===== config.mk =====
export PLATFORM = sky130hd
export DESIGN_NAME = nic_csr_front
export DESIGN_NICKNAME = d
export VERILOG_FILES = /design/src/rtl/nic_csr_pkg.sv /design/src/rtl/nic_cmd_check.sv /design/src/rtl/nic_exec_stub.sv /design/src/rtl/nic_rx_hdr.sv /design/src/rtl/nic_csr_front.sv
export SDC_FILE = /design/constraint.sdc
export NUM_CORES = 1
export LEC_CHECK = 0
export CORE_ASPECT_RATIO = 0.75
export CORE_MARGIN = 3
export CORE_UTILIZATION = 45
export DETAILED_ROUTE_END_ITERATION = 12
export PLACE_DENSITY = 0.77
export SLEW_MARGIN = 20
export SYNTH_ARGS = -nofsm -noshare
export SYNTH_HDL_FRONTEND = slang
export SYNTH_SLANG_ARGS = --single-unit

===== constraint.sdc =====
create_clock -name clk -period 2 [get_ports clk]
set_input_delay 0.4 -clock clk [delete_from_list [all_inputs] [get_ports clk]]
set_output_delay 0.4 -clock clk [all_outputs]
set_load 0.005 [all_outputs]

===== src/rtl/nic_csr_pkg.sv =====
package nic_csr_pkg;

    localparam logic [1:0] SEL_CSR = 2'd0;
    localparam logic [1:0] SEL_BAR = 2'd1;
    localparam logic [1:0] SEL_BCR = 2'd2;

    localparam logic [5:0] FN_ONLINE = 6'o11;
    localparam logic [5:0] FN_NOSRC  = 6'o16;
    localparam logic [5:0] FN_STATS  = 6'o30;
    localparam logic [5:0] FN_RECV   = 6'o40;
    localparam logic [5:0] FN_XMIT   = 6'o51;
    localparam logic [5:0] FN_RESET  = 6'o77;

    localparam logic [3:0] ST_OK      = 4'd0;
    localparam logic [3:0] ST_RETRY   = 4'd1;
    localparam logic [3:0] ST_ILLEGAL = 4'd2;
    localparam logic [3:0] ST_INAPP   = 4'd3;
    localparam logic [3:0] ST_FAIL    = 4'd4;
    localparam logic [3:0] ST_TOOBIG  = 4'd5;
    localparam logic [3:0] ST_SHORT   = 4'd6;
    localparam logic [3:0] ST_COLL    = 4'd8;
    localparam logic [3:0] ST_ALIGN   = 4'd10;
    localparam logic [3:0] ST_NOMEM   = 4'd15;

    typedef struct packed {
        logic [1:0] hadd;
        logic [5:0] fn;
        logic       cdone;
        logic       cie;
        logic       rdone;
        logic       rie;
        logic [3:0] stat;
    } csr_t;

    typedef struct packed {
        csr_t        csr;
        logic [15:0] bar;
        logic [15:0] bcr;
        logic        online;
        logic [17:0] bufadr;
        logic        rx_err;
        logic [15:0] rx_len;
    } front_state_t;

endpackage


===== src/rtl/nic_cmd_check.sv =====
module nic_cmd_check
    import nic_csr_pkg::*;
#(
    parameter int MIN_FRAME = 60
) (
    input  logic [5:0]  fn,
    input  logic        is_online,
    input  logic        addr_odd,
    input  logic [15:0] count,
    output logic        imm_fail,
    output logic [3:0]  imm_code
);
    logic legal;
    logic needs_link;
    logic moves_data;

    always_comb begin
        legal      = (fn == FN_ONLINE) || (fn == FN_NOSRC) || (fn == FN_STATS) ||
                     (fn == FN_RECV)   || (fn == FN_XMIT)  || (fn == FN_RESET);
        needs_link = (fn == FN_XMIT) || (fn == FN_STATS);
        moves_data = (fn == FN_XMIT) || (fn == FN_RECV);
        imm_fail   = 1'b1;
        imm_code   = ST_OK;
        if (!legal) begin
            imm_code = ST_ILLEGAL;
        end else if (needs_link && !is_online) begin
            imm_code = ST_INAPP;
        end else if (moves_data && addr_odd) begin
            imm_code = ST_ALIGN;
        end else if ((fn == FN_XMIT) && (count < 16'(MIN_FRAME))) begin
            imm_code = ST_SHORT;
        end else begin
            imm_fail = 1'b0;
        end
    end
endmodule


===== src/rtl/nic_exec_stub.sv =====
module nic_exec_stub #(
    parameter int LATENCY = 4
) (
    input  logic clk,
    input  logic rst_n,
    input  logic start,
    output logic busy,
    output logic finish
);
    localparam int CW = $clog2(LATENCY + 1);

    logic [CW-1:0] cnt_d, cnt_q;

    always_comb begin
        cnt_d = cnt_q;
        if (start) begin
            cnt_d = CW'(LATENCY);
        end else if (cnt_q != '0) begin
            cnt_d = cnt_q - CW'(1);
        end
    end

    always_ff @(posedge clk) begin
        if (!rst_n) cnt_q <= '0;
        else        cnt_q <= cnt_d;
    end

    assign busy   = (cnt_q != '0);
    assign finish = (cnt_q == CW'(1));
endmodule


===== src/rtl/nic_rx_hdr.sv =====
module nic_rx_hdr #(
    parameter int CHECK_BYTES = 4
) (
    input  logic [1:0]  flags,
    input  logic [15:0] hdr_len,
    output logic        err,
    output logic [15:0] payload_len
);
    assign err         = |flags;
    assign payload_len = (hdr_len >= 16'(CHECK_BYTES)) ? hdr_len - 16'(CHECK_BYTES) : 16'd0;
endmodule


===== src/rtl/nic_csr_front.sv =====
module nic_csr_front
    import nic_csr_pkg::*;
#(
    parameter int LATENCY   = 4,
    parameter int MIN_FRAME = 60
) (
    input  logic        clk,
    input  logic        rst_n,
    input  logic        bus_wr,
    input  logic [1:0]  bus_sel,
    input  logic [15:0] bus_wdata,
    output logic [15:0] bus_rdata,
    input  logic        inj_en,
    input  logic [3:0]  inj_code,
    input  logic        rx_land,
    input  logic [1:0]  rx_flags,
    input  logic [15:0] rx_hdr_len,
    output logic        cmd_busy,
    output logic        cmd_irq,
    output logic        rx_irq,
    output logic        online,
    output logic [17:0] buf_addr,
    output logic        rx_err,
    output logic [15:0] rx_len
);
    front_state_t state_d, state_q;

    logic        csr_accept;
    logic        imm_fail;
    logic [3:0]  imm_code;
    logic        exec_start;
    logic        exec_busy;
    logic        exec_finish;
    logic        hdr_err;
    logic [15:0] hdr_payload;
    logic [15:0] csr_view;
    logic [15:0] bar_view;
    logic [15:0] bcr_view;

    assign csr_accept = bus_wr && (bus_sel == SEL_CSR) && !exec_busy;
    assign exec_start = csr_accept && !imm_fail;

    nic_cmd_check #(.MIN_FRAME(MIN_FRAME)) u_check (
        .fn        (bus_wdata[13:8]),
        .is_online (state_q.online),
        .addr_odd  (state_q.bar[0]),
        .count     (state_q.bcr),
        .imm_fail  (imm_fail),
        .imm_code  (imm_code)
    );

    nic_exec_stub #(.LATENCY(LATENCY)) u_stub (
        .clk    (clk),
        .rst_n  (rst_n),
        .start  (exec_start),
        .busy   (exec_busy),
        .finish (exec_finish)
    );

    nic_rx_hdr #(.CHECK_BYTES(4)) u_rxhdr (
        .flags       (rx_flags),
        .hdr_len     (rx_hdr_len),
        .err         (hdr_err),
        .payload_len (hdr_payload)
    );

    always_comb begin
        state_d = state_q;

        if (bus_wr && (bus_sel == SEL_BAR)) state_d.bar = bus_wdata;
        if (bus_wr && (bus_sel == SEL_BCR)) state_d.bcr = bus_wdata;

        if (csr_accept) begin
            state_d.csr.hadd = bus_wdata[15:14];
            state_d.csr.fn   = bus_wdata[13:8];
            state_d.csr.cie  = bus_wdata[6];
            state_d.csr.rie  = bus_wdata[4];
            if (bus_wdata[5]) state_d.csr.rdone = 1'b0;
            state_d.bufadr   = {bus_wdata[15:14], state_q.bar};
            if (imm_fail) begin
                state_d.csr.cdone = 1'b1;
                state_d.csr.stat  = imm_code;
            end else begin
                state_d.csr.cdone = 1'b0;
                state_d.csr.stat  = ST_OK;
            end
        end

        if (exec_finish) begin
            state_d.csr.cdone = 1'b1;
            if (inj_en) begin
                state_d.csr.stat = inj_code;
            end else begin
                state_d.csr.stat = ST_OK;
                if (state_q.csr.fn == FN_ONLINE) begin
                    state_d.online = 1'b1;
                end else if (state_q.csr.fn == FN_RESET) begin
                    state_d.online    = 1'b0;
                    state_d.csr.rdone = 1'b0;
                    state_d.csr.cie   = 1'b0;
                    state_d.csr.rie   = 1'b0;
                end
            end
        end

        if (rx_land) begin
            state_d.csr.rdone = 1'b1;
            state_d.rx_err    = hdr_err;
            state_d.rx_len    = hdr_payload;
        end
    end

    always_ff @(posedge clk) begin
        if (!rst_n) state_q <= '0;
        else        state_q <= state_d;
    end

    assign csr_view = state_q.csr;
    assign bar_view = state_q.bar;
    assign bcr_view = state_q.bcr;

    always_comb begin
        case (bus_sel)
            SEL_CSR: bus_rdata = csr_view;
            SEL_BAR: bus_rdata = bar_view;
            SEL_BCR: bus_rdata = bcr_view;
            default: bus_rdata = 16'h0000;
        endcase
    end

    assign cmd_busy = exec_busy;
    assign cmd_irq  = state_q.csr.cdone && state_q.csr.cie;
    assign rx_irq   = state_q.csr.rdone && state_q.csr.rie;
    assign online   = state_q.online;
    assign buf_addr = state_q.bufadr;
    assign rx_err   = state_q.rx_err;
    assign rx_len   = state_q.rx_len;
endmodule


==> impl_results.md <==
* Vias per Instance at between 5 and 6
* Number of sinks driven by the clock tree at 85
* Fillers at 662
* Row count at 29
* Wire length of the first global-routing pass at around 20 mm
* Overall die width at 114.9 um
* Pwr Density at between 700 and 800 mW/mm^2
* CP endpoint kind: register
* Peak ir drop on the vdd network at slightly below 0.6 mV
* Area occupied by multi-input gates at roughly 0.0022 mm^2
* Routed len/inst at 16.51 um
* Initial core utilization at roughly 47%
* Share of Yosys cell area claimed by the top area cell type at a little over two fifths
* Worst slew margin relative to its limit at between 50% and 60%
* Placer Congestion at between 0.9 and 1
* Iteration-0 DRC count of the detailed router at roughly 370
* Iteration count of the initial detailed-routing pass at 5
* Number of synthesized flops with an enable pin at 0
* Max-cap viol count at 0
* Time the final worst path needs with I/O delays and setup at 1.959 ns
* Final Skew at 0.007989 ns
* CTS HTree Levels at 3
* Number of instances in the placed design at ~740
* Pin count of the biggest net entering global routing at 43
* TritonCTS clock tree: done
* Arrival time of data at the critical path endpoint at between 2 and 2.5 ns
* Vertical extent of the die at 87.67 um
* Standard cell core area at roughly 0.0086 mm^2
* Endpoint required time on the critical path at 2.23 ns
* Cell Area, Synth at approximately 0.0040 mm^2
* Maximum frequency from static timing analysis at 510.4 MHz
* Cell count after synthesis at between 500 and 600
* Sequential Area at ~0.0017 mm^2
* Layout cell share with drive strength beyond 1 at 18.09%
* Transition time at the pin with the least slew margin at about 0.6 ns
* Initial antenna violation count at 0
* Number of global-route vias before repair at between 3,000 and 4,000
* Antenna diode instance count at 0
* Clk root buf: clkbuf_16
* Post-synthesis register bit count at 85
* Syn_area_per_cell at 7.815 um^2
* Port buffer count at ~100
* Final-report setup violation count at 0
* Unique cell type count in the Yosys netlist at 54
* Share of synthesized registers carrying an async set or reset at 0%
* Final cell count without fillers at 766
* Synth-to-layout area growth at 48.31%
* Gr ovfl total at 0
* Biggest area contributors in the synthesized netlist: dfxtp_1 (43%), nand2_1 (14%), a21oi_1 (8.5%)
* Run status: finished, final reports clean
* Detailed-route wire length at 12.64 mm
* Residual antenna-violating net count after detailed routing at 0
* Clock slew at reported path FFs at roughly 0.070 ns
* Proportion of synthesized chip area in sequential cells at between 40% and 50%
* TritonCTS Buffers at 9
* Number of nets produced by synthesis at 563
* Aggregate negative setup slack at 0 ns
* Max Buffers Root-to-Sink at 2
* Number of warnings reported in the yosys synthesis log at 0
* Slew Limit Fails at 0
* Worst setup path class: input port to register
* Library cell with the largest summed area after synthesis: dfxtp_1
* Final-report hold violation count at 0
* Worst Hold Class: register to register
* Final net count at a little over 700
* Worst setup SP type: input port
* Crit-path max FO at 3
* Number of top-level pins at 100
* DP Wirelength at just under 9 mm
* Post-route worst hold slack at between 0.4 and 0.5 ns
* Top_reg_cell synth: dfxtp_1
* Post-layout utilization of the core at between 60 and 70%
* Total GRT Usage at 25.13%
* Insertion delay to the later sink of the worst-skew pair at 0.34 ns
* Share of the clock period used by the worst path at between 90% and 100%
* Total of hold buffers inserted after clock tree synthesis at 0
* Drt drc at 0
* Die area at just over 0.01 mm^2
* Leakage power figure at around 2.4 nW
* Vias at ~4,200
cell usage in the layout, fill, tap and decap left out, drive strengths merged, types with 6 or more instances in the layout:
cell | Yosys | final
and2 | 14 | 14
clkdlybuf4s50 | 0 | 73
clkbuf | 26 | 10
xnor2 | 8 | 8
nand2 | 147 | 147
buf | 9 | 70
dfxtp | 85 | 85
o21ai | 24 | 24
o22ai | 10 | 10
a21oi | 68 | 68
dlygate4sd2 | 0 | 18
ha | 6 | 6
mux2i | 17 | 17
inv | 20 | 21
nor2 | 15 | 15
through the flow:
stage	setup WS (ns)	instance area [um^2]	power, mW
floorplan	0.02247	4008	2.320
global placement	-0.4081	5492	2.772
detailed placement	-0.4438	5492	2.813
CTS	0.005401	5882	4.590
global route	-0.0008857	5934	4.754
finish	0.04062	5934	4.605
path summary, 6_finish.rpt:
| kind | depth (start not counted) | endpoint | from | slack [ns] |
|---|---|---|---|---|
| worst max register to register | 7 | csr_view[1] | u_stub.cnt_q[0] | 0.13 |
| worst min-delay path | 2 | rx_len[12] | rx_len[12] | 0.45 |
| worst max-delay path | 6 | rx_len[11] | rx_hdr_len[4] | 0.04 |
| worst min register to register | 2 | rx_len[12] | rx_len[12] | 0.45 |
power breakdown:
| part | leakage, nW | internal (mW) | switching (mW) | total [mW] |
|---|---|---|---|---|
| clock network | 0.153 | 1.09 | 0.684 | 1.78 |
| registers | 0.692 | 1.79 | 0.0802 | 1.87 |
| logic | 1.52 | 0.470 | 0.482 | 0.952 |
timing repair:
item / 4_1_cts / 5_1_grt
cloned: 2 / 0
setup endpoints to repair: 44 / 21
pin swaps: 3 / 4
buffers inserted: 4 / 1
resized for setup: 62 / 11
layer usage:
| layer | routed length (um) | vias to the layer above | GRT usage, % |
|---|---|---|---|
| met5 | 0 | - | 0 |
| met4 | 241 | 0 | 7.143 |
| met3 | 1035 | 27 | 6.008 |
| met2 | 5854 | 186 | 40.39 |
| met1 | 5511 | 1964 | 33.92 |
| li1 | - | 2004 | - |
worst max-delay path, cell delays in order:
cell             delay [ns]
clkdlybuf4s50_1        0.42
or4_4                  0.55
or3b_4                 0.44
xor2_2                 0.18
a2bb2oi_2              0.17
nor2_2                 0.04
registers in the layout, indices dropped and copies added (netlist names):
register and cells:
online 1, bar_view 16, csr_view 16, rx_err 1, buf_addr 16, rx_len 16, bcr_view 16, u_stub.cnt_q 3
cell usage after synthesis (2+ instances only):
cell      number
nand3_1        5
mux2i_1       17
buf_2          5
and3_1         3
buf_4          2
nand2_1      147
and2_1        14
dfxtp_1       85
o22ai_1       10
xor2_1         3
inv_1         20
nor4b_1        2
nand2b_1       4
nor3_1         3
o21ai_0       21
nor4_1         3
nor3b_1        4
xnor2_1        8
ha_1           6
nor2_1        13
a21oi_1       68
nand3b_1       2
nand4_1        3
o21ai_1        2
nor2b_1        3
nor2_2         2
a21o_1         3
clkbuf_1      26
o31ai_1        3
cell families after synthesis:
family / synth area share [%]
compound gates: 16.92
mux: 4.253
xor+xnor: 2.408
buf+inv: 5.691
simple gates: 26.33
flops: 42.53
fa+ha+maj: 1.876
layout make-up:
class / count / share of cell area [%]
flip-flops and latches: 85 / 28.69
repair buffers: 165 / 26.04
clock inverters: 6 / 1.455
clock buffers: 10 / 3.858
well taps: 108 / 2.277
inverters: 20 / 1.265
multi-input cells: 372 / 36.41
Power figures use the tool's default switching activity.
